[src/rtl/uart_pkg.sv]
package uart_pkg;
  localparam int unsigned BAUD_W = 16;

  localparam logic [1:0] IDX_DATA = 2'd0;
  localparam logic [1:0] IDX_STAT = 2'd1;
  localparam logic [1:0] IDX_PLO  = 2'd2;
  localparam logic [1:0] IDX_PHI  = 2'd3;

  localparam int unsigned ST_TXRDY = 0;
  localparam int unsigned ST_RXRDY = 1;
  localparam int unsigned ST_TXEV  = 4;
  localparam int unsigned ST_RXEV  = 5;

  typedef enum logic [1:0] {RX_IDLE, RX_START, RX_DATA, RX_STOP} rx_state_e;
endpackage

[src/rtl/uart_tx.sv]
module uart_tx import uart_pkg::*; (
  input  logic              clk_i,
  input  logic              rst_ni,
  input  logic [BAUD_W-1:0] period_i,
  input  logic              load_i,
  input  logic [7:0]        data_i,
  output logic              busy_o,
  output logic              done_o,
  output logic              txd_o
);
  logic [BAUD_W-1:0] cnt_q;
  logic [3:0]        bit_q;
  logic [8:0]        shift_q;
  logic              busy_q, txd_q;
  logic              bit_end;

  assign bit_end = (cnt_q == period_i - BAUD_W'(1));
  assign done_o  = busy_q && bit_end && (bit_q == 4'd9);
  assign busy_o  = busy_q;
  assign txd_o   = txd_q;

  always_ff @(posedge clk_i or negedge rst_ni) begin
    if (!rst_ni) begin
      cnt_q <= '0; bit_q <= '0; shift_q <= '1; busy_q <= 1'b0; txd_q <= 1'b1;
    end else if (!busy_q) begin
      if (load_i) begin
        busy_q  <= 1'b1;
        txd_q   <= 1'b0;               // start bit
        shift_q <= {1'b1, data_i};     // stop bit rides behind data
        cnt_q   <= '0;
        bit_q   <= '0;
      end
    end else if (bit_end) begin
      cnt_q <= '0;
      if (bit_q == 4'd9) begin
        busy_q <= 1'b0;
      end else begin
        txd_q   <= shift_q[0];
        shift_q <= {1'b1, shift_q[8:1]};
        bit_q   <= bit_q + 4'd1;
      end
    end else begin
      cnt_q <= cnt_q + BAUD_W'(1);
    end
  end
endmodule

[src/rtl/uart_rx.sv]
module uart_rx import uart_pkg::*; (
  input  logic              clk_i,
  input  logic              rst_ni,
  input  logic [BAUD_W-1:0] period_i,
  input  logic              rxd_i,
  output logic              done_o,
  output logic [7:0]        data_o
);
  rx_state_e         st_q;
  logic [1:0]        sync_q;
  logic [BAUD_W-1:0] cnt_q, half;
  logic [2:0]        bit_q;
  logic [7:0]        shift_q;
  logic              rx_s, bit_end;

  assign rx_s    = sync_q[1];
  assign half    = period_i >> 1;
  assign bit_end = (cnt_q == period_i - BAUD_W'(1));
  assign done_o  = (st_q == RX_STOP) && bit_end;
  assign data_o  = shift_q;

  always_ff @(posedge clk_i or negedge rst_ni) begin
    if (!rst_ni) begin
      sync_q <= 2'b11; st_q <= RX_IDLE; cnt_q <= '0; bit_q <= '0; shift_q <= '0;
    end else begin
      sync_q <= {sync_q[0], rxd_i};
      unique case (st_q)
        RX_IDLE: begin
          cnt_q <= '0;
          if (!rx_s) st_q <= RX_START;
        end
        RX_START: begin
          if (cnt_q == half - BAUD_W'(1)) begin
            cnt_q <= '0;
            bit_q <= '0;
            st_q  <= rx_s ? RX_IDLE : RX_DATA;  // glitch rejection
          end else cnt_q <= cnt_q + BAUD_W'(1);
        end
        RX_DATA: begin
          if (bit_end) begin
            cnt_q   <= '0;
            shift_q <= {rx_s, shift_q[7:1]};
            bit_q   <= bit_q + 3'd1;
            if (bit_q == 3'd7) st_q <= RX_STOP;
          end else cnt_q <= cnt_q + BAUD_W'(1);
        end
        RX_STOP: begin
          if (bit_end) begin
            cnt_q <= '0;
            st_q  <= RX_IDLE;
          end else cnt_q <= cnt_q + BAUD_W'(1);
        end
        default: st_q <= RX_IDLE;
      endcase
    end
  end
endmodule

[src/rtl/uart_regs.sv]
module uart_regs import uart_pkg::*; #(
  parameter int unsigned CLK_HZ    = 50_000_000,
  parameter int unsigned BAUD      = 19_200,
  parameter bit          PROG_BAUD = 1'b1
) (
  input  logic       clk_i,
  input  logic       rst_ni,
  input  logic [1:0] addr_i,
  input  logic       we_i,
  input  logic       re_i,
  input  logic [7:0] wdata_i,
  output logic [7:0] rdata_o,
  output logic       irq_o,
  output logic       txd_o,
  input  logic       rxd_i
);
  localparam int unsigned       DIV   = CLK_HZ / BAUD;
  localparam logic [BAUD_W-1:0] DEF_P = BAUD_W'(DIV);

  logic [BAUD_W-1:0] period;
  logic       tx_busy, tx_done, tx_load, rx_done;
  logic [7:0] rx_shift, rx_buf_q, status;
  logic       tx_ev_q, rx_ev_q, rx_rdy_q, irq_q;
  logic       wr_data, wr_stat, rd_data;

  assign wr_data = we_i && (addr_i == IDX_DATA);
  assign wr_stat = we_i && (addr_i == IDX_STAT);
  assign rd_data = re_i && (addr_i == IDX_DATA);
  assign tx_load = wr_data && !tx_busy;

  generate
    if (PROG_BAUD) begin : g_prog
      logic [BAUD_W-1:0] period_q;
      always_ff @(posedge clk_i or negedge rst_ni) begin
        if (!rst_ni) period_q <= DEF_P;
        else if (we_i && addr_i == IDX_PLO) period_q[7:0] <= wdata_i;
        else if (we_i && addr_i == IDX_PHI) period_q[BAUD_W-1:8] <= wdata_i;
      end
      assign period = period_q;
    end else begin : g_fixed
      assign period = DEF_P;
    end
  endgenerate

  uart_tx u_tx (
    .clk_i, .rst_ni, .period_i(period), .load_i(tx_load), .data_i(wdata_i),
    .busy_o(tx_busy), .done_o(tx_done), .txd_o
  );

  uart_rx u_rx (
    .clk_i, .rst_ni, .period_i(period), .rxd_i, .done_o(rx_done), .data_o(rx_shift)
  );

  always_ff @(posedge clk_i or negedge rst_ni) begin
    if (!rst_ni) begin
      tx_ev_q <= 1'b0; rx_ev_q <= 1'b0; rx_rdy_q <= 1'b0; irq_q <= 1'b0; rx_buf_q <= '0;
    end else begin
      // set wins over a clear in the same cycle
      tx_ev_q  <= tx_done | (tx_ev_q & ~(wr_stat & wdata_i[ST_TXEV]));
      rx_ev_q  <= rx_done | (rx_ev_q & ~(wr_stat & wdata_i[ST_RXEV]));
      rx_rdy_q <= rx_done | (rx_rdy_q & ~rd_data);
      irq_q    <= tx_done | rx_done;
      if (rx_done) rx_buf_q <= rx_shift;
    end
  end

  always_comb begin
    status           = '0;
    status[ST_TXRDY] = !tx_busy;
    status[ST_RXRDY] = rx_rdy_q;
    status[ST_TXEV]  = tx_ev_q;
    status[ST_RXEV]  = rx_ev_q;
  end

  assign rdata_o = (addr_i == IDX_DATA) ? rx_buf_q : status;
  assign irq_o   = irq_q;
endmodule

[config.mk]
export PLATFORM = sky130hd
export DESIGN_NAME = uart_regs
export DESIGN_NICKNAME = d
export VERILOG_FILES = /design/src/rtl/uart_pkg.sv /design/src/rtl/uart_tx.sv /design/src/rtl/uart_rx.sv /design/src/rtl/uart_regs.sv
export SDC_FILE = /design/constraint.sdc
export NUM_CORES = 1
export LEC_CHECK = 0
export BUFFER_PORTS_ARGS = -buffer_cell sky130_fd_sc_hd__buf_2
export CORE_ASPECT_RATIO = 1.5
export CORE_MARGIN = 1
export CORE_UTILIZATION = 39
export DETAILED_ROUTE_END_ITERATION = 8
export SLEW_MARGIN = 5
export SYNTH_ARGS = -nofsm -noshare
export SYNTH_HDL_FRONTEND = slang
export SYNTH_HIERARCHICAL = 1
export SYNTH_SLANG_ARGS = --single-unit
[constraint.sdc]
create_clock -name clk_i -period 4.5 [get_ports clk_i]
set_input_delay 1.125 -clock clk_i [delete_from_list [all_inputs] [get_ports clk_i]]
set_output_delay 1.125 -clock clk_i [all_outputs]
set_load 0.02 [all_outputs]
Word-level counts from Yosys, hierarchy flattened
Index checks and enable logic that the tools add are counted.
{"block": "word_totals", "out_inout_bits": 10, "input_bits": 15, "word_cells": 107, "ff_bits": 90}
{"block": "classes", "addsub": 6, "n_reduce_logical": 20, "eq_ne": 18, "n_mux": 33, "bitwise_logic": 13}
{"cell": "$mux 16", "n": 5}
{"cell": "$eq 16x16->1", "n": 3}
{"cell": "$pmux 16 s3", "n": 1}
{"cell": "$mux 9", "n": 4}
{"cell": "$add 16x1->16 const B", "n": 2}
{"cell": "$mux 4", "n": 4}
{"cell": "$sub 15x1->16 const B", "n": 1}
{"cell": "$sub 16x1->16 const B", "n": 1}
{"cell": "$mux 2", "n": 6}
{"cell": "$logic_and 1x1->1", "n": 9}
{"cell": "$eq 2x2->1 const B", "n": 4}
{"cell": "$mux 1", "n": 8}
{"cell": "$mux 8", "n": 1}
{"cell": "$ne 2x1->1 const B", "n": 4}
{"cell": "$pmux 2 s4", "n": 1}
{"cell": "$mux 3", "n": 2}
{"cell": "$ne 2x2->1 const B", "n": 3}
{"cell": "$pmux 3 s2", "n": 1}
{"cell": "$reduce_and 3->1", "n": 2}
{"cell": "$and 1x1->1", "n": 5}
{"cell": "$reduce_and 5->1", "n": 1}
{"cell": "$add 4x1->4 const B", "n": 1}
{"cell": "$eq 2x1->1 const B", "n": 2}
{"cell": "$eq 4x4->1 const B", "n": 1}
{"cell": "9 further kinds", "n": 18}

Logic depth before layout (Yosys ltp)
Gate-level depths: netlist of run 1.
{"block": "logic_depth", "ltp_word": 6, "mapped_depth": 13, "depth_no_buf": 10}

Hierarchy
The synthesis of run 1 kept the hierarchy.
{"mod": "uart_rx", "seq_area_each_um2": 778.2, "cells_each": 315, "area_each_um2": 2778.9, "n_inst": 1}
{"mod": "uart_tx", "seq_area_each_um2": 762.0, "cells_each": 270, "area_each_um2": 2247.2, "n_inst": 1}
{"mod": "uart_regs", "seq_area_each_um2": 706.9, "cells_each": 76, "area_each_um2": 1174.9, "n_inst": 1}

Worst setup path after synthesis of run 1
No wires, ideal clock.
{"block": "synth_timing", "path_type": "register to register", "from": "register g_prog.period_q[2]", "to": "register rx_buf_q[2]", "arrival_ns": 3.220, "path_buffers": 3, "required_ns": 4.375, "setup_slack_ns": 1.156, "synth_period_minus_slack_ns": 3.344, "stages_incl_launch_ff": 13, "setup_time_ns": 0.125, "path_cell_list": "dfstp_2 > clkbuf_1 > inv_1 > ha_1 > nor4b_4 > nand4_2 > or3b_1 > a211o_1 > and2_1 > clkbuf_2 > nor4_1 > buf_2 > mux2_2"}
{"block": "synth_via", "elab_chain_len": 3}
{"element": "start: declaration", "line": "uart_regs.sv:33", "source": "logic [BAUD_W-1:0] period_q;"}
{"element": "start signal: assignment", "line": "uart_regs.sv:36", "source": "else if (we_i && addr_i == IDX_PLO) period_q[7:0] <= wdata_i;"}
{"element": "start signal: indexed assignment", "line": "uart_regs.sv:37", "source": "else if (we_i && addr_i == IDX_PHI) period_q[BAUD_W-1:8] <= wdata_i;"}
{"element": "$sub 16x1->16", "line": "uart_rx.sv:18", "source": "assign bit_end = (cnt_q == period_i - BAUD_W'(1));"}
{"element": "$eq 16x16->1", "line": "uart_rx.sv:18"}
{"element": "$logic_and 1x1->1", "line": "uart_rx.sv:19", "source": "assign done_o = (st_q == RX_STOP) && bit_end;"}
{"element": "named net rx_done", "line": "uart_regs.sv:21", "source": "logic tx_busy, tx_done, tx_load, rx_done;"}
{"element": "end signal: assignment", "line": "uart_regs.sv:63", "source": "if (rx_done) rx_buf_q <= rx_shift;"}
{"element": "end: declaration", "line": "uart_regs.sv:22", "source": "logic [7:0] rx_shift, rx_buf_q, status;"}
The timed path passes the listed nets, and every way through them passes these cells.
A chain may end at the register's enable or synchronous reset.

Worst setup path after layout of run 1
{"block": "layout_timing", "from": "register g_prog.period_q[1]", "to": "register u_rx.shift_q[1], in the netlist u_rx/data_o[1]"}
{"block": "layout_via", "elab_chain_len": 3}
{"element": "$sub 16x1->16", "line": "uart_rx.sv:18"}
{"element": "$eq 16x16->1", "line": "uart_rx.sv:18"}
{"element": "$reduce_and 2->1 (no line)"}
{"element": "end signal: assignment", "line": "uart_rx.sv:42", "source": "shift_q <= {rx_s, shift_q[7:1]};"}
{"element": "end: declaration", "line": "uart_rx.sv:13", "source": "logic [7:0] shift_q;"}
No other way between the ends.

==> results.sh, run 1 <==
export IMPL_run_status="completed"
export IMPL_finalMaxSlewViolations=0
export IMPL_r2r_end="u_rx/data_o[1]$_DFFE_PN0P_"
export IMPL_critical_path_endpoint_type="register"
export IMPL_grt_pass1_wl_um=26860
export IMPL_fmax_mhz=276.2
export IMPL_nets=686
export IMPL_vias=5200
export IMPL_slew_headroom=0.3992
export IMPL_start_util=0.3986
export IMPL_finalCriticalPeriod_ns=3.620
export IMPL_ioPinCount=25
export IMPL_grt_use_total=0.2067
export IMPL_postLayoutCoreUtil=0.4347
export IMPL_yosysSeqAreaShare=0.3624
export IMPL_fin_skew_ns=0.008702
export IMPL_antenna_found_initial=0
export IMPL_timing_rr_start="g_prog.period_q[1]$_DFFE_PN0P_"
export IMPL_synth_distinct_cells=78
export IMPL_whs_path_depth=0
export IMPL_drv_cap=0
export IMPL_die_area_um2=16420
export IMPL_crit_type="register to register"
export IMPL_synthArstFlopShare=1.000
export IMPL_synth_edff_count=0
export IMPL_period_share=0.8045
export IMPL_r2r_worst_path_cells=9
export IMPL_cts_sinks=89
export IMPL_setup_ws_ns=0.8798
export IMPL_peakVddDrop_v=0.0001953
export IMPL_clock_tree_root_cell="clkbuf_16"
export IMPL_critPathArrivalTime_ns=3.85
export IMPL_cts_tree="yes"
export IMPL_rsz0062_at_grt="false"
export IMPL_htree_levels=3
export IMPL_antenna_left=0
export IMPL_multi_input_area_um2=3660
export IMPL_grt_max_degree=69
export IMPL_postCtsSetupBuffers=0
export IMPL_synth_main_ff_cell="dfrtp_1"
export IMPL_preCtsSetupSlack_ns=0.8668
export IMPL_cts_buffers=9
export IMPL_grt_overflow=0
export IMPL_grt_pass1_vias=5197
export IMPL_crit_required_ns=4.73
export IMPL_p_leak_nw=2.696
export IMPL_seqCellArea_um2=2247
export IMPL_ys_seq_elements=89
export IMPL_clk_pin_slew_worst_paths_ns=0.07
export IMPL_powerDensity_nw_per_um2=430.5
export IMPL_drc_errors=0
export IMPL_clockBufferDepth=2
export IMPL_ys_warn_count=6
export IMPL_min_from="u_rx/sync_q[0]$_DFF_PN1_"
export IMPL_core_um2=15550
export IMPL_worstMarginPinSlew_ns=0.9012
export IMPL_row_count=56
export IMPL_ff2ff_setup_slack_ns=0.88
export IMPL_syn_nets=685
export IMPL_drt_wl_total_um=16110
export IMPL_min_path_type="register to register"
export IMPL_insertion_delay_ns=0.35
export IMPL_place_congestion=0.9132
export IMPL_initialDrtViolationCount=289
export IMPL_fillers=1528
export IMPL_avgRoutedWirePerCell_um=18.51
export IMPL_antenna_cells=0
export IMPL_dpl_hpwl_um=11730
export IMPL_area_growth_syn_to_layout_pct=9.039
export IMPL_start_kind="register"
export IMPL_setup_viol=0
export IMPL_final_layout_size_suffix_gt1_frac=0.2009
export IMPL_die_y_um=156.4
export IMPL_dr_pass1_iters=4
export IMPL_finalHoldViolations=0
export IMPL_setup_tns_ns=0
export IMPL_die_x_um=105.0
export IMPL_avgSynthCellArea_um2=9.381
export IMPL_post_cts_resized=0
export IMPL_hold_buffers=0
export IMPL_path_max_fanout=12
export IMPL_min_to="u_rx/sync_q[1]$_DFF_PN1_"
export IMPL_synth_area_um2=6201
export IMPL_via_per_inst=5.977
export IMPL_io_buffers=24
export IMPL_synth_cells=661
worst max-delay path, stage by stage, from the launching register on:
cell	delay, ns
dfrtp_1	0.48
inv_1	0.13
ha_1	0.44
nor4b_4	0.39
nand4_2	0.19
or3b_1	0.40
a211o_1	0.30
and2_1	0.27
nor4_4	0.50
mux2_2	0.40
worst max path at each step:
stage,slack (ns),startpoint,to
floorplan,1.16,g_prog.period_q[2]$_DFFE_PN1P_,rx_buf_q[2]$_DFFE_PN0P_
global placement,1.03,g_prog.period_q[1]$_DFFE_PN0P_,u_rx/data_o[0]$_DFFE_PN0P_
detailed placement,0.87,g_prog.period_q[1]$_DFFE_PN0P_,u_rx/data_o[1]$_DFFE_PN0P_
CTS,0.87,g_prog.period_q[1]$_DFFE_PN0P_,u_rx/data_o[2]$_DFFE_PN0P_
global route,0.61,g_prog.period_q[1]$_DFFE_PN0P_,u_rx/data_o[1]$_DFFE_PN0P_
finish,0.88,g_prog.period_q[1]$_DFFE_PN0P_,u_rx/data_o[1]$_DFFE_PN0P_
synth_stat cells (all sizes together) (4+ instances only):
cell type / number / share of area
nand3: 41 / 0.036
a211oi: 26 / 0.032
buf: 13 / 0.013
nor4: 21 / 0.033
nand4: 10 / 0.011
nand2: 31 / 0.019
nand3b: 4 / 0.0069
o22ai: 9 / 0.0091
a21o: 4 / 0.0048
and2: 6 / 0.0061
nor2: 31 / 0.019
or4: 17 / 0.022
a21oi: 20 / 0.016
mux2: 35 / 0.064
o311ai: 5 / 0.0071
nand4b: 10 / 0.015
xnor2: 43 / 0.061
or3: 11 / 0.011
inv: 29 / 0.018
o21ai: 27 / 0.022
o211ai: 13 / 0.016
clkbuf: 29 / 0.018
a31oi: 4 / 0.0040
nand2b: 4 / 0.0040
nor3: 26 / 0.025
dfstp: 16 / 0.068
and3: 14 / 0.014
xor2: 26 / 0.037
ha: 9 / 0.018
dfrtp: 73 / 0.29
o31ai: 5 / 0.0061
or2: 7 / 0.0071
metrics by stage:
step / std cells / total power (W) / hold WS [ns] / area [µm²]
final: 870 / 0.002911 / 0.3595 / 6761
after global routing: 870 / 0.003080 / 0.3646 / 6761
after CTS: 870 / 0.002925 / 0.3615 / 6761
after detailed placement: 854 / 0.002117 / 0.3513 / 6452
after global placement: 854 / 0.002086 / 0.3472 / 6452
after floorplan: 661 / 0.001866 / 0.3452 / 6201
report_power, final:
part	internal, W	leakage (nW)	switching [W]
Combinational	0.000386	1.41	0.000496
Sequential	0.000947	1.13	0.000287
Clock	0.000444	0.155	0.000351
Total	0.00178	2.70	0.00113
cell usage in the layout (no fill, tap or decap), drive strengths merged, types with 14 or more instances in the layout:
| cell type | synthesis | layout |
|---|---|---|
| nand2 | 31 | 31 |
| buf | 13 | 32 |
| inv | 29 | 34 |
| nor4 | 21 | 21 |
| nand3 | 41 | 41 |
| a211oi | 26 | 26 |
| xnor2 | 43 | 43 |
| mux2 | 35 | 35 |
| o21ai | 27 | 27 |
| a21oi | 20 | 20 |
| and3 | 14 | 14 |
| dfstp | 16 | 16 |
| or4 | 17 | 17 |
| xor2 | 26 | 26 |
| nor3 | 26 | 26 |
| dfrtp | 73 | 73 |
| nor2 | 31 | 31 |
flip-flops by register name, summed over array words and instances (netlist names), named ones only:
register	flops
u_tx/txd_o	1
u_tx/shift_q	8
u_tx/busy_o	1
rx_ev_q	1
tx_ev_q	1
u_tx/cnt_q	16
u_rx/data_o	8
rx_buf_q	8
u_rx/cnt_q	16
g_prog.period_q	16
u_tx/bit_q	4
u_rx/sync_q	2
u_rx/st_q	1
irq_o	1
rx_rdy_q	1
u_rx/bit_q	3
cell families after synthesis:
logic type,count (synthesis),synth area share
AND/OR/NAND/NOR,247,0.2508
AO/OA/AOI/OAI,139,0.1560
flip-flops,89,0.3624
buffers and inverters,71,0.04842
XOR/XNOR,69,0.09746
multiplexers,37,0.06679
adder cells (fa/ha/maj),9,0.01816
layout make-up:
cell class,instances,area share
Clock buffer,9,0.03331
Tap cell,203,0.03756
Timing Repair Buffer,32,0.02702
Sequential cell,89,0.3323
Clock inverter,7,0.01240
Multi-Input combinational cell,501,0.5413
Inverter,29,0.01610
per-layer routing:
layer  global-route usage  routed length, µm
met1               0.2393               6572
met2               0.3677               8268
met3              0.02374                452
met4               0.1201                812
met5                    0                  0
Note: power is estimated with default switching activity, not from simulation.
==> inputs of run 2 (changes only) <==
- clock period: 4.5 -> 2.9 ns (I/O delays scaled with it)
==> run 2 against run 1 <==
Effect of this change:
- the run now ends with setup timing left
- largest power group is now combinational cells
- setup slack got worse by 0.99 ns
- largest cell class unchanged
- sequential share of layout area fell by 4.0 points
- power rose by 69%
- first-iteration DRC count fell by 27%
- die area did not move
- wire length rose by 6.2%
- critical path type unchanged
- count of clock-buffer cells in the layout rose by 1
==> results.sh, run 2 (same netlist as run 1, synthesis figures left out) <==
export IMPL_run_status="complete, but fails checks"
export IMPL_violations="setup timing"
export IMPL_drt_wl_total_um=17100
export IMPL_cts_tree="yes"
export IMPL_area_growth_syn_to_layout_pct=24.19
export IMPL_cts_buffers=9
export IMPL_htree_levels=3
export IMPL_worstMarginPinSlew_ns=0.8654
export IMPL_swShare=0.3832
export IMPL_critical_path_endpoint_type="register"
export IMPL_grt_use_total=0.2122
export IMPL_critPathArrivalTime_ns=3.25
export IMPL_peakVddDrop_v=0.0003238
export IMPL_cts_sinks=89
export IMPL_antenna_found_initial=0
export IMPL_crit_required_ns=3.14
export IMPL_dpl_hpwl_um=12610
export IMPL_setup_viol=33
export IMPL_setup_ws_ns=-0.1138
export IMPL_clk_pin_slew_worst_paths_ns=0.07
export IMPL_nets=760
export IMPL_clock_tree_root_cell="clkbuf_16"
export IMPL_mostFrequentLayoutCells="70 x dfrtp_1, 66 x buf_4, 43 x xnor2_1"
export IMPL_crit_type="register to register"
export IMPL_die_x_um=105.0
export IMPL_fin_skew_ns=0.008432
export IMPL_p_clk_frac=0.246
export IMPL_timing_rr_start="g_prog.period_q[4]$_DFFE_PN0P_"
export IMPL_path_max_fanout=12
export IMPL_row_count=56
export IMPL_drc_errors=0
export IMPL_grt_max_degree=40
export IMPL_grt_pass1_vias=5576
export IMPL_grt_pass1_wl_um=27770
export IMPL_final_cell_area_um2=7701
export IMPL_r2r_end="rx_buf_q[6]$_DFFE_PN0P_"
export IMPL_place_area_um2=7025
export IMPL_finalMaxSlewViolations=0
export IMPL_io_buffers=24
export IMPL_via_per_inst=5.785
export IMPL_p_sw_w=0.001883
export IMPL_ff2ff_setup_slack_ns=-0.11
export IMPL_dr_pass1_iters=4
export IMPL_fmax_mhz=331.8
export IMPL_antenna_cells=0
export IMPL_rsz0062_at_grt="true"
export IMPL_insertion_delay_ns=0.35
export IMPL_grt_overflow=0
export IMPL_placed_cells=915
export IMPL_vias=5461
export IMPL_seqCellArea_um2=2251
export IMPL_final_layout_size_suffix_gt1_frac=0.3306
export IMPL_r2r_worst_path_cells=9
export IMPL_fillers=1464
export IMPL_slew_headroom=0.4224
export IMPL_die_area_um2=16420
export IMPL_finalCriticalPeriod_ns=3.014
export IMPL_ioPinCount=25
export IMPL_core_um2=15550
export IMPL_place_congestion=0.9056
export IMPL_stdcell_count=944
export IMPL_multi_input_area_um2=3899
export IMPL_finalHoldViolations=0
export IMPL_clockBufferDepth=2
export IMPL_hold_buffers=0
export IMPL_powerDensity_nw_per_um2=638.1
export IMPL_seqPwrFrac=0.361
export IMPL_die_y_um=156.4
export IMPL_final_common_cell="dfrtp_1"
export IMPL_comb_power_share=0.393
export IMPL_p_leak_nw=3.154
export IMPL_avgRoutedWirePerCell_um=18.11
export IMPL_start_kind="register"
export IMPL_intPower_w=0.003031
export IMPL_reg_top3="g_prog.period_q: 16 flops, u_rx/cnt_q: 16 flops, u_tx/cnt_q: 16 flops"
export IMPL_initialDrtViolationCount=211
export IMPL_antenna_left=0
export IMPL_period_share=1.039
export IMPL_drv_cap=0
export IMPL_start_util=0.3986
export IMPL_min_path_type="input pin to async pin"
==> run 2: worst max-delay path by stage <==
| stage | from | to | slack (ns) | cells after the start |
|---|---|---|---|---|
| final | g_prog.period_q[4]$_DFFE_PN0P_ | rx_buf_q[6]$_DFFE_PN0P_ | -0.11 | 9 |
| after global routing | g_prog.period_q[1]$_DFFE_PN0P_ | rx_buf_q[3]$_DFFE_PN0P_ | -0.20 | 10 |
| after CTS | g_prog.period_q[1]$_DFFE_PN0P_ | rx_buf_q[6]$_DFFE_PN0P_ | -0.10 | 10 |
| after detailed placement | g_prog.period_q[1]$_DFFE_PN0P_ | rx_buf_q[6]$_DFFE_PN0P_ | -0.18 | 10 |
| after global placement | g_prog.period_q[1]$_DFFE_PN0P_ | rx_buf_q[3]$_DFFE_PN0P_ | -0.09 | 11 |
| after floorplan | g_prog.period_q[4]$_DFFE_PN0P_ | rx_buf_q[2]$_DFFE_PN0P_ | -0.17 | 9 |
==> run 2: area by class of cell <==
class                           count  share of cell area
Tap cell                          203             0.03298
Clock inverter                      6            0.009586
Sequential cell                    89              0.2923
Multi-Input combinational cell    501              0.5063
Clock buffer                       10             0.02973
Timing Repair Buffer              106              0.1150
Inverter                           29             0.01413
==> run 2: stage by stage <==
stage                     hold WS [ns]  worst slack (ns)  power (W)  TNS (ns)  utilization
final                           0.3298           -0.1138   0.004914    -2.218       0.4951
after global routing            0.3597           -0.1994   0.005207    -6.080       0.4951
after CTS                       0.3385           -0.1041   0.004820    -1.688       0.4815
after detailed placement        0.3494           -0.1801   0.003551    -5.410       0.4517
after global placement          0.3479          -0.09014   0.003479    -1.883       0.4517
after floorplan                 0.3452           -0.1676   0.002922    -2.867            -
==> run 2: layer usage <==
layer  vias to the layer above  wire [µm]  global-route usage
met3                        34        322             0.02582
met1                      2736       6918              0.2369
met5                         -          0                   0
met4                         0        512             0.08115
met2                        77       9342              0.4068
li1                       2614          -                   -
==> run 2: worst max-delay path: stages, from the launching register on <==
cell	delay, ns
dfrtp_2	0.43
or4_4	0.53
buf_4	0.20
nor4_2	0.37
xnor2_1	0.19
nor3_2	0.28
nand4b_4	0.20
nor4_4	0.19
buf_6	0.18
mux2_2	0.34
==> run 2: repair_timing <==
action                                  in CTS  in global routing
cloned                                       0                  1
endpoints found under the setup margin      57                 71
pin swaps                                   10                 18
gates resized for setup                     27                 30
buffers inserted                             6                  6
==> run 2: power groups by stage <==
| stage | registers (W) | clock network (W) | logic, W |
|---|---|---|---|
| 6_report | 0.00177 | 0.00121 | 0.00193 |
| 5_1_grt | 0.00181 | 0.00129 | 0.00211 |
| 4_1_cts | 0.00177 | 0.00124 | 0.00181 |
| 3_5_place_dp | 0.00179 | 0 | 0.00176 |
| 3_3_place_gp | 0.00177 | 0 | 0.00171 |
| 2_1_floorplan | 0.00166 | 0 | 0.00126 |
==> inputs of run 3 (changes only) <==
- CORE_MARGIN: 1 -> unset
- CORE_UTILIZATION: 39 -> 33
- clock period: 2.9 -> 3.1 ns (I/O delays scaled with it)
==> run 3 against run 2 <==
Effect of this change:
- power shrank 9.1%
- combinational power shrank 18%
- sequential share of layout area grew 1.2 points
- wire length shrank 5.5%
- the flow now finishes without violations
- clock power is essentially flat
- worst hold slack gained 0.029 ns
- maximum frequency shrank 0.92%
- register-to-register slack gained 0.17 ns
- global-route usage shrank 3.6 points
- clock skew grew 0.0017 ns
- highest routed layer unchanged
==> results.sh, run 3 (same netlist as run 1, synthesis figures left out) <==
export IMPL_final_layout_size_suffix_gt1_frac=0.2706
export IMPL_clk_pin_slew_worst_paths_ns=0.07
export IMPL_mostFrequentLayoutCells="72 x dfrtp_1, 50 x buf_4, 43 x xnor2_1"
export IMPL_fillers=1895
export IMPL_peakVddDrop_v=0.0004207
export IMPL_drc_errors=0
export IMPL_run_status="completed"
export IMPL_clockBufferDepth=2
export IMPL_die_x_um=113.9
export IMPL_setup_ws_ns=0.05814
export IMPL_row_count=61
export IMPL_via_per_inst=5.428
export IMPL_setup_viol=0
export IMPL_worstMarginPinSlew_ns=0.8677
export IMPL_grt_overflow=0
export IMPL_antenna_found_initial=0
export IMPL_preCtsSetupSlack_ns=0.02962
export IMPL_finalMaxSlewViolations=0
export IMPL_p_total_w=0.004468
export IMPL_insertion_delay_ns=0.35
export IMPL_fin_skew_ns=0.01017
export IMPL_cts_buffers=9
export IMPL_cpLargestDelayFamily="simple AND/OR/NAND/NOR gates"
export IMPL_die_y_um=169.9
export IMPL_finalCriticalPeriod_ns=3.042
export IMPL_initialDrtViolationCount=167
export IMPL_grt_use_total=0.1763
export IMPL_path_max_fanout=6
export IMPL_slew_headroom=0.4209
export IMPL_whs_ns=0.3583
export IMPL_drt_wl_total_um=16150
export IMPL_avgRoutedWirePerCell_um=16.66
export IMPL_p_leak_nw=2.991
export IMPL_nets=736
export IMPL_crit_type="register to register"
export IMPL_grt_pass1_vias=5182
export IMPL_grt_pass1_wl_um=26830
export IMPL_postLayoutCoreUtil=0.4001
export IMPL_cts_tree="yes"
export IMPL_critical_path_buf_inv_count=3
export IMPL_reg_top3="g_prog.period_q: 16 flops, u_rx/cnt_q: 16 flops, u_tx/cnt_q: 16 flops"
export IMPL_drv_cap=0
export IMPL_dr_pass1_iters=4
export IMPL_min_path_type="register to register"
export IMPL_ff2ff_setup_slack_ns=0.06
export IMPL_critical_path_endpoint_type="register"
export IMPL_path_common_cell="nor4_4"
export IMPL_critPathSlowestCell="or4b_1"
export IMPL_crit_required_ns=3.34
export IMPL_crit_chain="inv_1, ha_1, or4b_1, or3_1, o31a_1, nor4_4, nand4b_4, nor4_4, buf_4, clkbuf_16, mux2_2"
export IMPL_fmax_mhz=328.7
export IMPL_powerDensity_nw_per_um2=604.6
export IMPL_grt_max_degree=38
export IMPL_rsz0062_at_grt="true"
export IMPL_io_buffers=24
export IMPL_place_congestion=0.8330
export IMPL_antenna_left=0
export IMPL_final_common_cell="dfrtp_1"
export IMPL_die_area_um2=19350
export IMPL_start_kind="register"
export IMPL_clock_tree_root_cell="clkbuf_16"
export IMPL_core_um2=18470
export IMPL_antenna_cells=0
export IMPL_cts_sinks=89
export IMPL_start_util=0.3357
export IMPL_critPathArrivalTime_ns=3.29
export IMPL_ioPinCount=25
export IMPL_htree_levels=3
export IMPL_finalHoldViolations=0
export IMPL_period_share=0.9812
export IMPL_dpl_hpwl_um=11910
export IMPL_vias=5260
export IMPL_area_growth_syn_to_layout_pct=19.17
export IMPL_slowest_delay_ns=0.45
==> run 3: changes by cell type in the layout (fill, tap and decap cells not counted), sizes merged <==
cell      before  now
clkinv         0    1
buf          105   81
clkinvlp       2    0
bufinv         1    2
==> run 3: worst paths after layout <==
kind / startpoint / end / cells past startpoint
setup / recovery: g_prog.period_q[0]$_DFFE_PN0P_ / rx_buf_q[4]$_DFFE_PN0P_ / 11
hold / removal: u_rx/sync_q[0]$_DFF_PN1_ / u_rx/sync_q[1]$_DFF_PN1_ / 0
setup reg to reg: g_prog.period_q[0]$_DFFE_PN0P_ / rx_buf_q[4]$_DFFE_PN0P_ / 11
hold reg to reg: u_rx/sync_q[0]$_DFF_PN1_ / u_rx/sync_q[1]$_DFF_PN1_ / 0
max in group asynchronous: rst_ni / u_rx/cnt_q[7]$_DFF_PN0_ / 2
min in group asynchronous: rst_ni / u_rx/data_o[5]$_DFFE_PN0P_ / 1
==> run 3: final cells by class <==
| type | instances | area, µm² | area share |
|---|---|---|---|
| Inverter | 29 | 108.9 | 0.01473 |
| Multi-Input combinational cell | 501 | 3732 | 0.5051 |
| Sequential cell | 89 | 2248 | 0.3043 |
| Clock inverter | 6 | 97.59 | 0.01321 |
| Timing Repair Buffer | 82 | 658.1 | 0.08906 |
| Clock buffer | 10 | 229.0 | 0.03099 |
| Tap cell | 252 | 315.3 | 0.04267 |
==> run 3: stage by stage <==
stage          cells  instance area [µm²]  setup TNS, ns
5_1_grt          969                 7390        -0.4800
6_report         969                 7390              0
4_1_cts          963                 7258              0
3_5_place_dp     947                 6932              0
2_1_floorplan    661                 6241              0
3_3_place_gp     947                 6932              0
==> run 3: power breakdown <==
group | internal (W) | switching, W | leakage, nW
Combinational | 0.000707 | 0.000884 | 1.70
Clock | 0.000720 | 0.000493 | 0.160
Sequential | 0.00138 | 0.000286 | 1.13
==> run 3: layer usage <==
layer  global-route usage  wire [µm]  share of wire  up-vias
met5                    0          0              0        -
met4              0.08413        513          0.032        0
met3              0.01994        298          0.018       31
met2               0.3117       8396           0.52       70
met1               0.2109       6940           0.43     2597
li1                     -          -              -     2562
==> run 3: what timing repair did <==
| action | in CTS | in global routing |
|---|---|---|
| hold buffers | 0 | 0 |
| setup endpoints to repair | 0 | 47 |
| resized for setup | 0 | 15 |
| setup buffers | 0 | 5 |
